`src/rtl/mbus_pkg.sv`:
```
package mbus_pkg;

   localparam int ST_W = 4;

   typedef logic [ST_W-1:0] st_code_t;

   // idle kinds that may appear on the status lines between accesses
   localparam st_code_t ST_IDLE_NONE  = 4'b0000;
   localparam st_code_t ST_IDLE_HALT  = 4'b0001;
   localparam st_code_t ST_IDLE_COPRO = 4'b0011;
   // access codes with special handling
   localparam st_code_t ST_DATA_XFER  = 4'b1010;
   localparam st_code_t ST_RMW_READ   = 4'b1011;

   typedef enum logic [2:0] {
      PH_IDLE = 3'd0,
      PH_T1   = 3'd1,
      PH_T2   = 3'd2,
      PH_T3   = 3'd3,
      PH_TW   = 3'd4,
      PH_T4   = 3'd5
   } phase_e;

endpackage

```
`src/rtl/mbus_phase.sv`:
```
module mbus_phase
   import mbus_pkg::*;
(
   input  logic   clk,
   input  logic   rst_n,
   input  logic   req_valid,
   input  logic   bus_wait,
   output phase_e ph,
   output logic   req_ready,
   output logic   accept,
   output logic   done
);

   phase_e ph_q;
   phase_e ph_d;

   always_comb begin
      req_ready = (ph_q == PH_IDLE) || (ph_q == PH_T4);
      accept    = req_ready && req_valid;
      done      = (ph_q == PH_T4);
   end

   always_comb begin
      ph_d = ph_q;
      unique case (ph_q)
         PH_IDLE: ph_d = accept ? PH_T1 : PH_IDLE;
         PH_T1:   ph_d = PH_T2;
         PH_T2:   ph_d = PH_T3;
         PH_T3:   ph_d = bus_wait ? PH_TW : PH_T4;
         PH_TW:   ph_d = bus_wait ? PH_TW : PH_T4;
         PH_T4:   ph_d = accept ? PH_T1 : PH_IDLE;
         default: ph_d = PH_IDLE;
      endcase
   end

   always_ff @(posedge clk or negedge rst_n) begin
      if (!rst_n) ph_q <= PH_IDLE;
      else        ph_q <= ph_d;
   end

   assign ph = ph_q;

endmodule

```
`src/rtl/mbus_datapath.sv`:
```
module mbus_datapath
   import mbus_pkg::*;
#(
   parameter int ADDR_W         = 24,
   parameter int DATA_W         = 16,
   parameter bit IDLE_ADDR_HOLD = 1'b0
) (
   input  logic                     clk,
   input  logic                     rst_n,
   input  logic                     accept,
   input  phase_e                   ph,
   input  logic [ADDR_W-1:0]        req_addr,
   input  logic                     req_write,
   input  logic                     req_hibyte,
   input  logic [DATA_W-1:0]        req_wdata,
   input  logic [DATA_W-1:0]        bus_ad_in,
   output logic [DATA_W-1:0]        bus_ad_out,
   output logic                     bus_ad_oe,
   output logic [ADDR_W-DATA_W-1:0] bus_a_hi,
   output logic                     addr_stb_n,
   output logic                     latch_en,
   output logic                     xfer_rd,
   output logic                     hi_byte_n,
   output logic [DATA_W-1:0]        rd_data
);

   localparam int HI_W = ADDR_W - DATA_W;

   logic [ADDR_W-1:0] cur_addr;
   logic              cur_wr;
   logic              cur_hb;
   logic [DATA_W-1:0] cur_wd;
   logic              in_cyc;
   logic              addr_ph;
   logic              data_ph;

   always_ff @(posedge clk or negedge rst_n) begin
      if (!rst_n) begin
         cur_addr <= '0;
         cur_wr   <= 1'b0;
         cur_hb   <= 1'b0;
         cur_wd   <= '0;
      end else if (accept) begin
         cur_addr <= req_addr;
         cur_wr   <= req_write;
         cur_hb   <= req_hibyte;
         cur_wd   <= req_wdata;
      end
   end

   always_ff @(posedge clk or negedge rst_n) begin
      if (!rst_n)                      rd_data <= '0;
      else if (ph == PH_T4 && !cur_wr) rd_data <= bus_ad_in;
   end

   always_comb begin
      in_cyc  = (ph != PH_IDLE);
      addr_ph = (ph == PH_T1);
      data_ph = in_cyc && !addr_ph;
   end

   always_comb begin
      addr_stb_n = !addr_ph;
      latch_en   = !addr_ph;
      xfer_rd    = in_cyc && !cur_wr;
      hi_byte_n  = !(in_cyc && cur_hb);
      bus_ad_out = addr_ph ? cur_addr[DATA_W-1:0] : cur_wd;
      bus_ad_oe  = addr_ph || (data_ph && cur_wr);
   end

   generate
      if (IDLE_ADDR_HOLD) begin : g_hold
         assign bus_a_hi = cur_addr[ADDR_W-1 -: HI_W];
      end else begin : g_park
         assign bus_a_hi = in_cyc ? cur_addr[ADDR_W-1 -: HI_W] : '0;
      end
   endgenerate

endmodule

```
`src/rtl/mbus_status.sv`:
```
module mbus_status
   import mbus_pkg::*;
(
   input  logic     clk,
   input  logic     rst_n,
   input  logic     accept,
   input  phase_e   ph,
   input  st_code_t req_reason,
   input  logic     req_write,
   input  st_code_t idle_code,
   output st_code_t cyc_status
);

   st_code_t cur_code;
   st_code_t idle_f;

   always_ff @(posedge clk or negedge rst_n) begin
      if (!rst_n) begin
         cur_code <= ST_IDLE_NONE;
      end else if (accept) begin
         cur_code <= (req_write && req_reason == ST_RMW_READ) ? ST_DATA_XFER
                                                              : req_reason;
      end
   end

   always_comb begin
      unique case (idle_code)
         ST_IDLE_NONE, ST_IDLE_HALT, ST_IDLE_COPRO: idle_f = idle_code;
         default:                                   idle_f = ST_IDLE_NONE;
      endcase
   end

   assign cyc_status = (ph == PH_IDLE) ? idle_f : cur_code;

endmodule

```
`src/rtl/mbus_seq.sv`:
```
module mbus_seq
   import mbus_pkg::*;
#(
   parameter int ADDR_W         = 24,
   parameter int DATA_W         = 16,
   parameter bit IDLE_ADDR_HOLD = 1'b0
) (
   input  logic                     clk,
   input  logic                     rst_n,
   input  logic                     req_valid,
   output logic                     req_ready,
   input  logic [ADDR_W-1:0]        req_addr,
   input  logic                     req_write,
   input  logic                     req_hibyte,
   input  logic [DATA_W-1:0]        req_wdata,
   input  logic [ST_W-1:0]          req_reason,
   input  logic [ST_W-1:0]          idle_code,
   input  logic                     bus_wait,
   input  logic [DATA_W-1:0]        bus_ad_in,
   output logic [DATA_W-1:0]        bus_ad_out,
   output logic                     bus_ad_oe,
   output logic [ADDR_W-DATA_W-1:0] bus_a_hi,
   output logic                     addr_stb_n,
   output logic                     latch_en,
   output logic                     xfer_rd,
   output logic                     hi_byte_n,
   output logic [ST_W-1:0]          cyc_status,
   output logic [DATA_W-1:0]        rd_data,
   output logic                     done
);

   generate
      if (DATA_W < 8 || (DATA_W % 8) != 0) begin : g_bad_data
         $error("mbus_seq: DATA_W must be a whole number of bytes");
      end
      if (ADDR_W <= DATA_W) begin : g_bad_addr
         $error("mbus_seq: ADDR_W must exceed DATA_W");
      end
   endgenerate

   phase_e ph;
   logic   accept;

   mbus_phase u_phase (
      .clk       (clk),
      .rst_n     (rst_n),
      .req_valid (req_valid),
      .bus_wait  (bus_wait),
      .ph        (ph),
      .req_ready (req_ready),
      .accept    (accept),
      .done      (done)
   );

   mbus_datapath #(
      .ADDR_W         (ADDR_W),
      .DATA_W         (DATA_W),
      .IDLE_ADDR_HOLD (IDLE_ADDR_HOLD)
   ) u_dp (
      .clk        (clk),
      .rst_n      (rst_n),
      .accept     (accept),
      .ph         (ph),
      .req_addr   (req_addr),
      .req_write  (req_write),
      .req_hibyte (req_hibyte),
      .req_wdata  (req_wdata),
      .bus_ad_in  (bus_ad_in),
      .bus_ad_out (bus_ad_out),
      .bus_ad_oe  (bus_ad_oe),
      .bus_a_hi   (bus_a_hi),
      .addr_stb_n (addr_stb_n),
      .latch_en   (latch_en),
      .xfer_rd    (xfer_rd),
      .hi_byte_n  (hi_byte_n),
      .rd_data    (rd_data)
   );

   mbus_status u_st (
      .clk        (clk),
      .rst_n      (rst_n),
      .accept     (accept),
      .ph         (ph),
      .req_reason (req_reason),
      .req_write  (req_write),
      .idle_code  (idle_code),
      .cyc_status (cyc_status)
   );

endmodule

```
`config.mk`:
```
export PLATFORM = sky130hd
export DESIGN_NAME = mbus_seq
export DESIGN_NICKNAME = d
export VERILOG_FILES = /design/src/rtl/mbus_pkg.sv /design/src/rtl/mbus_phase.sv /design/src/rtl/mbus_datapath.sv /design/src/rtl/mbus_status.sv /design/src/rtl/mbus_seq.sv
export SDC_FILE = /design/constraint.sdc
export NUM_CORES = 1
export LEC_CHECK = 0
export BUFFER_PORTS_ARGS = -buffer_cell sky130_fd_sc_hd__clkbuf_2
export CORE_MARGIN = 2
export CORE_UTILIZATION = 52
export CTS_CLUSTER_DIAMETER = 80
export DETAILED_ROUTE_END_ITERATION = 16
export GPL_TIMING_DRIVEN = 0
export PLACE_DENSITY = 0.9
export REMOVE_ABC_BUFFERS = 1
export SLEW_MARGIN = 20
export SYNTH_ARGS = -nofsm -noshare
export SYNTH_HDL_FRONTEND = slang
export SYNTH_SLANG_ARGS = --single-unit
```
`constraint.sdc`:
```
create_clock -name clk -period 3.9 [get_ports clk]
set_input_delay 0.39 -clock clk [delete_from_list [all_inputs] [get_ports clk]]
set_output_delay 0.39 -clock clk [all_outputs]
set_load 0.01 [all_outputs]
```
; ---- Yosys cells after proc, flatten, opt, wreduce, memory -nomap -nowiden
; Cells that the tools add are included.
; Widths: inputs -> output; s select.
[op_classes]
add_sub_neg = 0
mul = 0
div = 0
order_cmp = 0
eq_ne = 8
n_shift = 0
n_mux = 8
bitwise_logic = 0
reduce_logical = 18
[op_table]
columns = operator, count
row1 = $mux 16, 1
row2 = $mux 4, 3
row3 = $pmux 3 s4, 1
row4 = $mux 8, 1
row5 = $logic_and 1x1->1, 7
row6 = $eq 3x2->1 const B, 2
row7 = $eq 3x3->1 const B, 2
row8 = $eq 4x1->1 const B, 1
row9 = $eq 4x2->1 const B, 1
row10 = $eq 4x4->1 const B, 1
row11 = $logic_not 4->1, 1
row12 = $reduce_or 2->1, 2
row13 = $eq 3x1->1 const B, 1
row14 = $logic_not 1->1, 3
row15 = $logic_not 3->1, 1
row16 = $reduce_bool 3->1, 1
row17 = $reduce_or 3->1, 1
row18 = $logic_or 1x1->1, 2
row19 = $mux 1, 2
[word_totals]
regBits = 65
latchBits = 0
mem_bits_rw = 0
rom_bits = 0
in_bits = 70
elab_cells = 41
n_memories = 0

; ---- Longest topological paths before layout
; Gate-level depths: netlist of the first run.
[depth]
word_depth = 5
mapped_depth = 6
depth_no_buf = 3

; ---- Hierarchy
; From an unflattened synthesis of the first run, not the netlist that was laid out.
[hier_totals]
cells_unflattened = 197
area_unflattened_um2 = 2955.3
[modules_own_cells]
columns = module, instances, cells_per_inst, area_per_inst_um2, seq_area_each_um2
row1 = mbus_datapath, 1, 158, 2523.7, 1451.4
row2 = mbus_status, 1, 18, 235.2, 100.1
row3 = mbus_phase, 1, 21, 196.4, 75.1

; ---- Worst setup path after synthesis of the first run
; OpenSTA, ideal clock, no wires.
[synth_timing]
path_type = flip-flop to output port
start = reg u_phase.ph_q[2] (netlist: u_phase.ph[2])
end = out cyc_status[1]
arrival_ns = 1.403
t_required_ns = 3.510
slack_ns = 2.107
path_stages_with_launch = 6
path_cell_list = dfrtp_1 -> buf_6 -> or3_4 -> buf_6 -> nor4b_4 -> a22o_1
[synth_between]
elab_chain_cells = 2
[synth_lines]
columns = item, line
row1 = "start, declared", mbus_phase.sv:14  ; phase_e ph_q;
row2 = "start signal, assigned", mbus_phase.sv:38  ; else ph_q <= ph_d;
row3 = $logic_not 3->1, mbus_status.sv:33  ; assign cyc_status = (ph == PH_IDLE) ? idle_f : cur_code;
row4 = $mux 4, mbus_status.sv:33
row5 = "end, declared", mbus_seq.sv:27  ; output logic [ST_W-1:0] cyc_status,
; Every way passes these cells.

; ---- Worst setup path in the final report of the first run
[layout_timing]
start = reg u_phase.ph_q[0] (netlist: u_phase.ph[0])
end = out bus_ad_out[9]
[layout_between]
elab_chain_cells = 2
[layout_lines]
columns = item, line
row1 = $eq 3x1->1, mbus_datapath.sv:58  ; addr_ph = (ph == PH_T1);
row2 = $mux 16, mbus_datapath.sv:67  ; bus_ad_out = addr_ph ? cur_addr[DATA_W-1:0] : cur_wd;
row3 = "end, declared", mbus_seq.sv:20  ; output logic [DATA_W-1:0] bus_ad_out,
; Every way passes these cells.

==> qor.log, run 1 <==
INFO  placed_design  placed_cells=382
INFO  detailed_routing antenna_violating_nets_post_route=0
INFO  floorplan      rows=27
INFO  cts            cts_clk_pin_slew_worst_paths=70ps
INFO  critical_path  critPathLaunchType=flop
INFO  critical_path  crit_arrival=2300ps
INFO  power          power.internal=2368uW
INFO  sta            finalClockSkew=11.08ps
INFO  global_route   grt_util_all_layers=19.47%
INFO  detailed_routing drtPass1Iterations=3
INFO  detailed_routing detail_route.iter0.violations=58
INFO  detailed_routing drt_wl_total=5919um
INFO  placed_design  gpl.final_weighted_congestion=0.7508
INFO  synth          yosysUniqueCellTypes=28
INFO  cts            post-cts-setup-buffer-count=0
INFO  cts            cts.htree.levels=3
INFO  cts            insertion_delay=330ps
INFO  sta            worst_slew_margin_rel=37.07%
INFO  sta            rsz0062_at_grt=false
INFO  sta            fin_setup_tns=0ps
INFO  finish         stdcell_area=0.003911mm^2
INFO  critical_path  worstSetupPathType=reg -> out
INFO  sta            finalHoldViolations=0
INFO  placed_design  port_buffers=120
INFO  power          combinationalPowerShare=46.7%
INFO  global_route   grt_first_pass_wirelength=9342um
INFO  sta            setup-violations-final=0
INFO  critical_path  worst-path-max-fanout=17
INFO  cts            clock_path_buffers=2
INFO  floorplan      initial_core_util=54.66%
INFO  floorplan      total_i_o_pin_count=121
INFO  detailed_routing dr_total_vias=1965
INFO  cts            cts_buffers=9
INFO  floorplan      dieWidth=80.78um
INFO  finish         final_core_utilization=69.75%
INFO  placed_design  dp.final_hpwl=4457um
INFO  sta            period_share=68.97%
INFO  detailed_routing wire_per_inst=14.83um
INFO  synth          mappedNetlistArea=0.003065mm^2
INFO  detailed_routing avgViaCountPerCell=4.925
INFO  global_route   antenna_found_initial=0
INFO  synth          yosys-top-cells-area=sky130_fd_sc_hd__dfrtp_1, sky130_fd_sc_hd__mux2_2, sky130_fd_sc_hd__mux2_4, sky130_fd_sc_hd__buf_12, sky130_fd_sc_hd__buf_6
INFO  placed_design  detailed_place.area=0.003679mm^2
INFO  synth          yosys.area.top_type=sky130_fd_sc_hd__dfrtp_1
INFO  synth          synth-warning-count=0
INFO  cts            tritoncts_clock_tree=done
INFO  synth          ys_seq_elements=65
INFO  detailed_routing drt_drc_violations_left=0
INFO  min_path       worstHoldPathType=in -> reg
INFO  global_route   grt_pass1_vias=2003
INFO  global_route   grt-ovfl-total=0
INFO  power          seq_power_share=35.2%
INFO  global_route   largest_net_degree_at_the_start_of_global_routing=41
INFO  floorplan      floorplan.core_area=0.005608mm^2
INFO  sta            worst_pin_slew=942.9ps
INFO  power          p_leak=0.001962uW
INFO  synth          ys_seq_area_share=53.06%
INFO  finish         layout_commonest_cell=sky130_fd_sc_hd__clkbuf_2
INFO  finish         fin_nets=392
INFO  sta            slew_violations=0
INFO  power          switching_power_total=1133uW
INFO  sta            timing.final.crit_period=2690ps
INFO  finish         finalNonFillerCells=399
INFO  power          p_sw_share=32.35%
INFO  cts            cts_sinks=65
INFO  critical_path  worst-endpoint-required=3510ps
INFO  finish         final_layout_size_suffix_gt1_share=67.58%
INFO  power          p_per_area=894.9mW/mm^2
INFO  finish         most-common-layout-cells=sky130_fd_sc_hd__clkbuf_2, sky130_fd_sc_hd__dfrtp_1, sky130_fd_sc_hd__mux2_2
INFO  sta            whs=282.3ps
INFO  cts            clk_root_buffer_cell=sky130_fd_sc_hd__clkbuf_8
INFO  critical_path  end_kind=output pin
INFO  floorplan      die_y=80.78um
INFO  power          max-vdd-ir-drop=0.0004456V
INFO  sta            max_clock_freq=371.8MHz
INFO  synth          post-synth-top-area-fraction=53.06%
INFO  run_status     result_of_the_run=finished clean
INFO  synth          mean_cell_area_of_the_mapped_netlist=15.48um^2
INFO  job            number_of_maximum_capacitance_violations=0
INFO  synth          synth_cells=198
INFO  power          pwr-share-clk=18.0%
INFO  floorplan      design.die.area=0.006525mm^2
INFO  finish         area_growth_syn_to_layout=27.59%
INFO  critical_path  r2r_setup_slack=1900ps
INFO  finish         diodes=0
[power groups by stage]
stage | logic [uW] | clock network (uW) | registers, uW
finish | 1640 | 631 | 1230
global route | 1770 | 676 | 1280
CTS | 1660 | 643 | 1240
detailed placement | 1660 | 0 | 1240
global placement | 1600 | 0 | 1210
floorplan | 1090 | 0 | 1220
[Yosys cell counts]
cell / number
sky130_fd_sc_hd__dfrtp_1: 65
sky130_fd_sc_hd__mux2_2: 48
sky130_fd_sc_hd__mux2_4: 29
sky130_fd_sc_hd__and2_1: 10
sky130_fd_sc_hd__nand2_1: 8
sky130_fd_sc_hd__buf_6: 6
sky130_fd_sc_hd__buf_12: 4
sky130_fd_sc_hd__inv_1: 3
sky130_fd_sc_hd__nor2_1: 3
sky130_fd_sc_hd__a21oi_1: 2
sky130_fd_sc_hd__buf_4: 2
sky130_fd_sc_hd__nor2b_1: 2
sky130_fd_sc_hd__a21o_2: 1
sky130_fd_sc_hd__a22o_1: 1
sky130_fd_sc_hd__buf_2: 1
sky130_fd_sc_hd__mux2i_1: 1
sky130_fd_sc_hd__nand3b_1: 1
sky130_fd_sc_hd__nand4b_1: 1
sky130_fd_sc_hd__nor2_4: 1
sky130_fd_sc_hd__nor3b_2: 1
sky130_fd_sc_hd__nor3b_4: 1
sky130_fd_sc_hd__nor4b_4: 1
sky130_fd_sc_hd__o21ai_0: 1
sky130_fd_sc_hd__o22ai_1: 1
sky130_fd_sc_hd__or2b_1: 1
sky130_fd_sc_hd__or3_4: 1
sky130_fd_sc_hd__xnor2_1: 1
sky130_fd_sc_hd__xor2_1: 1
[worst paths after layout]
kind	start	to	depth (start not counted)
hold reg to reg	u_dp.cur_addr[20]	u_dp.cur_addr[20]	1
max in group asynchronous	rst_n	u_dp.cur_addr[12]	3
setup reg to reg	u_phase.ph[0]	u_dp.cur_wd[15]	6
setup / recovery	u_phase.ph[0]	bus_ad_out[9]	3
hold / removal	bus_ad_in[3]	u_dp.rd_data[3]	2
min in group asynchronous	rst_n	u_phase.ph[2]	2
[state kept, by name, indices dropped and copies added (netlist names)]
signal and cells:
u_dp.cur_hb 1, u_dp.cur_addr 24, u_phase.ph 3, u_dp.cur_wd 16, u_dp.cur_wr 1, u_st.cur_code 4, u_dp.rd_data 16
[area by class of cell]
cell class	count	area [um^2]
Timing Repair Buffer	126	694.4
Tap cell	72	90.09
Clock inverter	2	60.06
Clock buffer	14	162.7
Inverter	3	11.26
Multi-Input combinational cell	117	1266
Fill cell	395	1697
Sequential cell	65	1627
[metrics by stage]
step           total power, uW  setup slack, ps
2_1_floorplan             2316            162.0
3_3_place_gp              2805           -531.0
3_5_place_dp              2898             1526
4_1_cts                   3543             1172
5_1_grt                   3726             1078
6_report                  3500             1210
[critical path: stages, from the launching register on]
cell,delay (ps)
sky130_fd_sc_hd__dfrtp_1,560
sky130_fd_sc_hd__nor3b_4,850
sky130_fd_sc_hd__mux2_2,420
sky130_fd_sc_hd__clkbuf_2,130
[logic make-up after synthesis]
kind of cell | share of synthesized area [%]
muxes | 32.16
AOI/OAI and AO/OA | 1.265
buffers and inverters | 5.836
DFF | 53.06
and+or+nand+nor | 7.102
xor gates and xnor gates | 0.5715
[routing by layer]
metal / part of all wire, % / up-vias / global-route usage [%] / wire [um]
met5: 0 / - / 0 / 0
met4: 1.8 / 0 / 7.458 / 104
met3: 6.0 / 10 / 6.222 / 355
met2: 51 / 67 / 32.75 / 3025
met1: 41 / 946 / 23.51 / 2433
li1: - / 942 / - / -
[timing repair]
item                                   in CTS  in global routing
resized for setup                           0                  0
hold buffers                                1                  0
endpoints found under the hold margin      19                  0
Note: power is estimated with default switching activity, not from simulation.
==> run 2: changes to the inputs <==
--- a/config.mk
+++ b/config.mk
@@ -5,13 +5,14 @@
 export SDC_FILE = /design/constraint.sdc
 export NUM_CORES = 1
 export LEC_CHECK = 0
+export ABC_AREA = 1
 export BUFFER_PORTS_ARGS = -buffer_cell sky130_fd_sc_hd__clkbuf_2
 export CORE_MARGIN = 2
-export CORE_UTILIZATION = 52
+export CORE_UTILIZATION = 48
 export CTS_CLUSTER_DIAMETER = 80
 export DETAILED_ROUTE_END_ITERATION = 16
 export GPL_TIMING_DRIVEN = 0
-export PLACE_DENSITY = 0.9
+export PLACE_DENSITY = 0.85
 export REMOVE_ABC_BUFFERS = 1
 export SLEW_MARGIN = 20
 export SYNTH_ARGS = -nofsm -noshare
==> constraint.sdc (replaced) <==
create_clock -name clk -period 2.7 [get_ports clk]
set_input_delay 0.27 -clock clk [delete_from_list [all_inputs] [get_ports clk]]
set_output_delay 0.27 -clock clk [all_outputs]
set_load 0.01 [all_outputs]
==> run 2 against run 1 <==
Compared with the run above: clock skew is 3.2 ps lower; cell count grew 43%; critical path depth grew 2; die area is 5.1% higher; final area fell by 2.6%; non-clock buffer count down 2; via count rose by 47%; clock power grew 13%; register-to-register slack worse by 1500 ps; largest cell class unchanged; highest routed layer unchanged.
==> qor.log, run 2 <==
INFO  run_status     result_of_the_run=finished clean
INFO  critical_path  worstSetupPathType=reg -> out
INFO  sta            max_clock_freq=419.5MHz
INFO  finish         diodes=0 [unchanged]
INFO  synth          mappedNetlistArea=0.002983mm^2 [-2.7%]
INFO  power          p_sw_share=43.65% [+11 points]
INFO  synth          post-synth-top-area-fraction=54.53% [+1.5 points]
INFO  finish         area_growth_syn_to_layout=27.68% [about the same]
INFO  floorplan      dieWidth=82.83um [+2.5%]
INFO  synth          yosys-top-cells-area=sky130_fd_sc_hd__dfrtp_1, sky130_fd_sc_hd__nand2_1, sky130_fd_sc_hd__nand3_1, sky130_fd_sc_hd__inv_1, sky130_fd_sc_hd__nor2_1
INFO  cts            cts_buffers=9 [unchanged]
INFO  sta            setup-violations-final=0 [unchanged]
INFO  synth          synth-warning-count=0 [unchanged]
INFO  synth          yosys.area.top_type=sky130_fd_sc_hd__dfrtp_1
INFO  job            number_of_maximum_capacitance_violations=0 [unchanged]
INFO  synth          synth-edff-count=0 [unchanged]
INFO  synth          mean_cell_area_of_the_mapped_netlist=7.850um^2 [-49%]
INFO  synth          ys_seq_area_share=54.53% [+1.5 points]
INFO  global_route   grt_first_pass_wirelength=12570um [+35%]
INFO  synth          post-synth-top-count-cell=sky130_fd_sc_hd__nand2_1
INFO  power          max-vdd-ir-drop=0.0006815V [+53%]
INFO  global_route   largest_net_degree_at_the_start_of_global_routing=48 [+17%]
INFO  cts            cts_clk_pin_slew_worst_paths=60ps [about the same]
INFO  synth          synthTopCellsByCount=sky130_fd_sc_hd__nand2_1, sky130_fd_sc_hd__nand3_1, sky130_fd_sc_hd__dfrtp_1
INFO  sta            timing.final.crit_period=2384ps
INFO  cts            post-cts-setup-buffer-count=0 [unchanged]
INFO  finish         final_core_utilization=63.95% [-5.8 points]
INFO  detailed_routing dr_total_vias=2890 [+47%]
INFO  placed_design  dp.final_hpwl=5053um [+13%]
INFO  cts            cts_sinks=65 [unchanged]
INFO  placed_design  gpl.final_weighted_congestion=0.8093 [+7.8%]
INFO  synth          yosysUniqueCellTypes=16 [-43%]
INFO  cts            tritoncts_clock_tree=done
INFO  sta            finalClockSkew=7.911ps [-3.172 ps]
INFO  floorplan      design.die.area=0.006861mm^2 [+5.1%]
INFO  critical_path  critPathLaunchType=flop
INFO  finish         most-common-layout-cells=sky130_fd_sc_hd__nand2_1, sky130_fd_sc_hd__clkbuf_2, sky130_fd_sc_hd__nand3_1
INFO  power          p_leak=0.002252uW [+15%]
INFO  power          p_per_area=1246mW/mm^2 [+39%]
INFO  floorplan      floorplan.core_area=0.005956mm^2 [+6.2%]
INFO  critical_path  crit_arrival=2110ps [-190 ps]
INFO  finish         largest_registers=u_dp.cur_addr (24), u_dp.cur_wd (16), u_dp.rd_data (16)
INFO  detailed_routing drt_drc_violations_left=0 [unchanged]
INFO  finish         layout_commonest_cell=sky130_fd_sc_hd__nand2_1
INFO  sta            worst_slew_margin_rel=36.59% [-0.48 points]
INFO  detailed_routing detail_route.iter0.violations=173 [+200%]
INFO  cts            clock_path_buffers=2 [unchanged]
INFO  detailed_routing avgViaCountPerCell=5.061 [+2.8%]
INFO  finish         largest_register_ff_count=24 [unchanged]
INFO  synth          synth_async_sr_flop_share=100.0% [unchanged]
INFO  power          seq_power_share=36.2% [+1.0 points]
INFO  floorplan      initial_core_util=50.08% [-4.6 points]
INFO  global_route   grt-ovfl-total=0 [unchanged]
INFO  critical_path  worst-endpoint-required=2430ps [-1080 ps]
INFO  min_path       worstHoldPathType=in -> reg
INFO  cts            clk_root_buffer_cell=sky130_fd_sc_hd__clkbuf_8
INFO  detailed_routing antenna_violating_nets_post_route=0 [unchanged]
INFO  finish         regMostFlops=u_dp.cur_addr
INFO  floorplan      total_i_o_pin_count=121 [unchanged]
INFO  sta            slew_violations=0 [unchanged]
INFO  power          power.internal=2675uW [+13%]
INFO  placed_design  port_buffers=120 [unchanged]
INFO  detailed_routing wire_per_inst=12.51um [-16%]
INFO  critical_path  worst-path-max-fanout=31 [+14]
INFO  finish         final_layout_size_suffix_gt1_share=29.23% [-38 points]
INFO  detailed_routing drtPass1Iterations=4 [+1]
INFO  sta            worst_pin_slew=951.1ps [+8.188 ps]
INFO  cts            insertion_delay=320ps [about the same]
INFO  cts            cts.htree.levels=3 [unchanged]
INFO  sta            whs=170.8ps [-111.6 ps]
INFO  synth          ys_seq_elements=65 [unchanged]
INFO  floorplan      rows=28 [+3.7%]
INFO  sta            finalHoldViolations=0 [unchanged]
INFO  finish         fin_nets=561 [+43%]
INFO  power          combinationalPowerShare=48.8% [+2.1 points]
INFO  floorplan      die_y=82.83um [+2.5%]
INFO  sta            period_share=88.29%
INFO  global_route   grt_pass1_vias=2843 [+42%]
INFO  global_route   grt_util_all_layers=21.86% [+2.4 points]
INFO  sta            rsz0062_at_grt=false
INFO  power          switching_power_total=2072uW [+83%]
INFO  global_route   antenna_found_initial=0 [unchanged]
INFO  power          pwr-share-clk=15.1% [-2.9 points]
INFO  synth          synth-main-ff-cell=sky130_fd_sc_hd__dfrtp_1
INFO  detailed_routing drt_wl_total=7145um [+21%]
INFO  synth          synth_cells=380 [+92%]
INFO  critical_path  end_kind=output pin
-- run 2: changes by cell type after synthesis, moves of 11 or more --
cell,before,now
sky130_fd_sc_hd__mux2_2,48,0
sky130_fd_sc_hd__mux2_4,29,0
sky130_fd_sc_hd__nor2_1,3,14
sky130_fd_sc_hd__nand3_1,0,84
sky130_fd_sc_hd__inv_1,3,16
sky130_fd_sc_hd__nand2_1,8,168
-- run 2: area by class of cell --
class	instances	area, um^2
inverter	19	75.07
clock buffer	13	158.9
fill	536	2147
tap	75	93.84
timing repair buffer	124	688.2
clock inverter	3	15.01
sequential	65	1627
multi-input combinational	272	1151
-- run 2: stage by stage --
step / instances / setup WS [ps] / cell area, um^2 / TNS (ps) / total power (uW)
2_1_floorplan: 356 / -332.6 / 2839 / -15220 / 3024
3_3_place_gp: 551 / -1565 / 3533 / -72910 / 3845
3_5_place_dp: 554 / 119.5 / 3616 / 0 / 4047
5_1_grt: 571 / 212.7 / 3809 / 0 / 5157
4_1_cts: 571 / 87.23 / 3800 / 0 / 4780
6_report: 571 / 316.1 / 3809 / 0 / 4746
-- run 2: metal layers --
layer  part of all wire (%)  global-route usage (%)  vias up
met5                      0                       0        -
met4                    1.3                   7.601        0
met3                    6.0                   4.076       13
met2                     49                   37.24      116
met1                     43                   28.09     1342
li1                       -                       -     1419
-- run 2: cell families (layout without fill, tap and decap cells) --
kind of cell	after synthesis	in the layout	share of synthesized area (%)
AND/OR/NAND/NOR	269	269	37.75
flip-flops	65	65	54.53
buffers and inverters	43	159	7.215
AO/OA/AOI/OAI	3	3	0.5032
-- run 2: worst paths after layout --
kind | start | to | slack (ps) | cells after the start
max | u_phase.ph[2] | req_ready | 320 | 5
min | req_addr[4] | u_dp.cur_addr[4] | 170 | 3
min in group asynchronous | rst_n | u_dp.rd_data[12] | 450 | 2
max in group asynchronous | rst_n | u_st.cur_code[3] | 1720 | 3
max reg2reg | u_phase.ph[2] | u_dp.cur_addr[11] | 370 | 7
min reg2reg | u_dp.cur_wd[11] | u_dp.cur_wd[11] | 470 | 2
-- run 2: power groups by stage --
stage                     Combinational, uW  Sequential, uW  Clock [uW]
after floorplan                        1300            1730           0
after global placement                 2160            1690           0
after detailed placement               2330            1720           0
after CTS                              2340            1700         738
after global routing                   2610            1770         783
final                                  2310            1720         715
-- run 2: what timing repair did --
item                                    CTS  global route
endpoints found under the hold margin    30             0
resized for setup                         0             2
endpoints found under the setup margin    0            39
hold buffers                              1             0
-- run 2: worst max-delay path, cell delays in order (launching register included) --
cell and delay (ps):
sky130_fd_sc_hd__dfrtp_1 410, sky130_fd_sc_hd__clkinvlp_4 380, sky130_fd_sc_hd__nand3_2 280, sky130_fd_sc_hd__nand2_2 290, sky130_fd_sc_hd__buf_16 280, sky130_fd_sc_hd__clkbuf_2 140
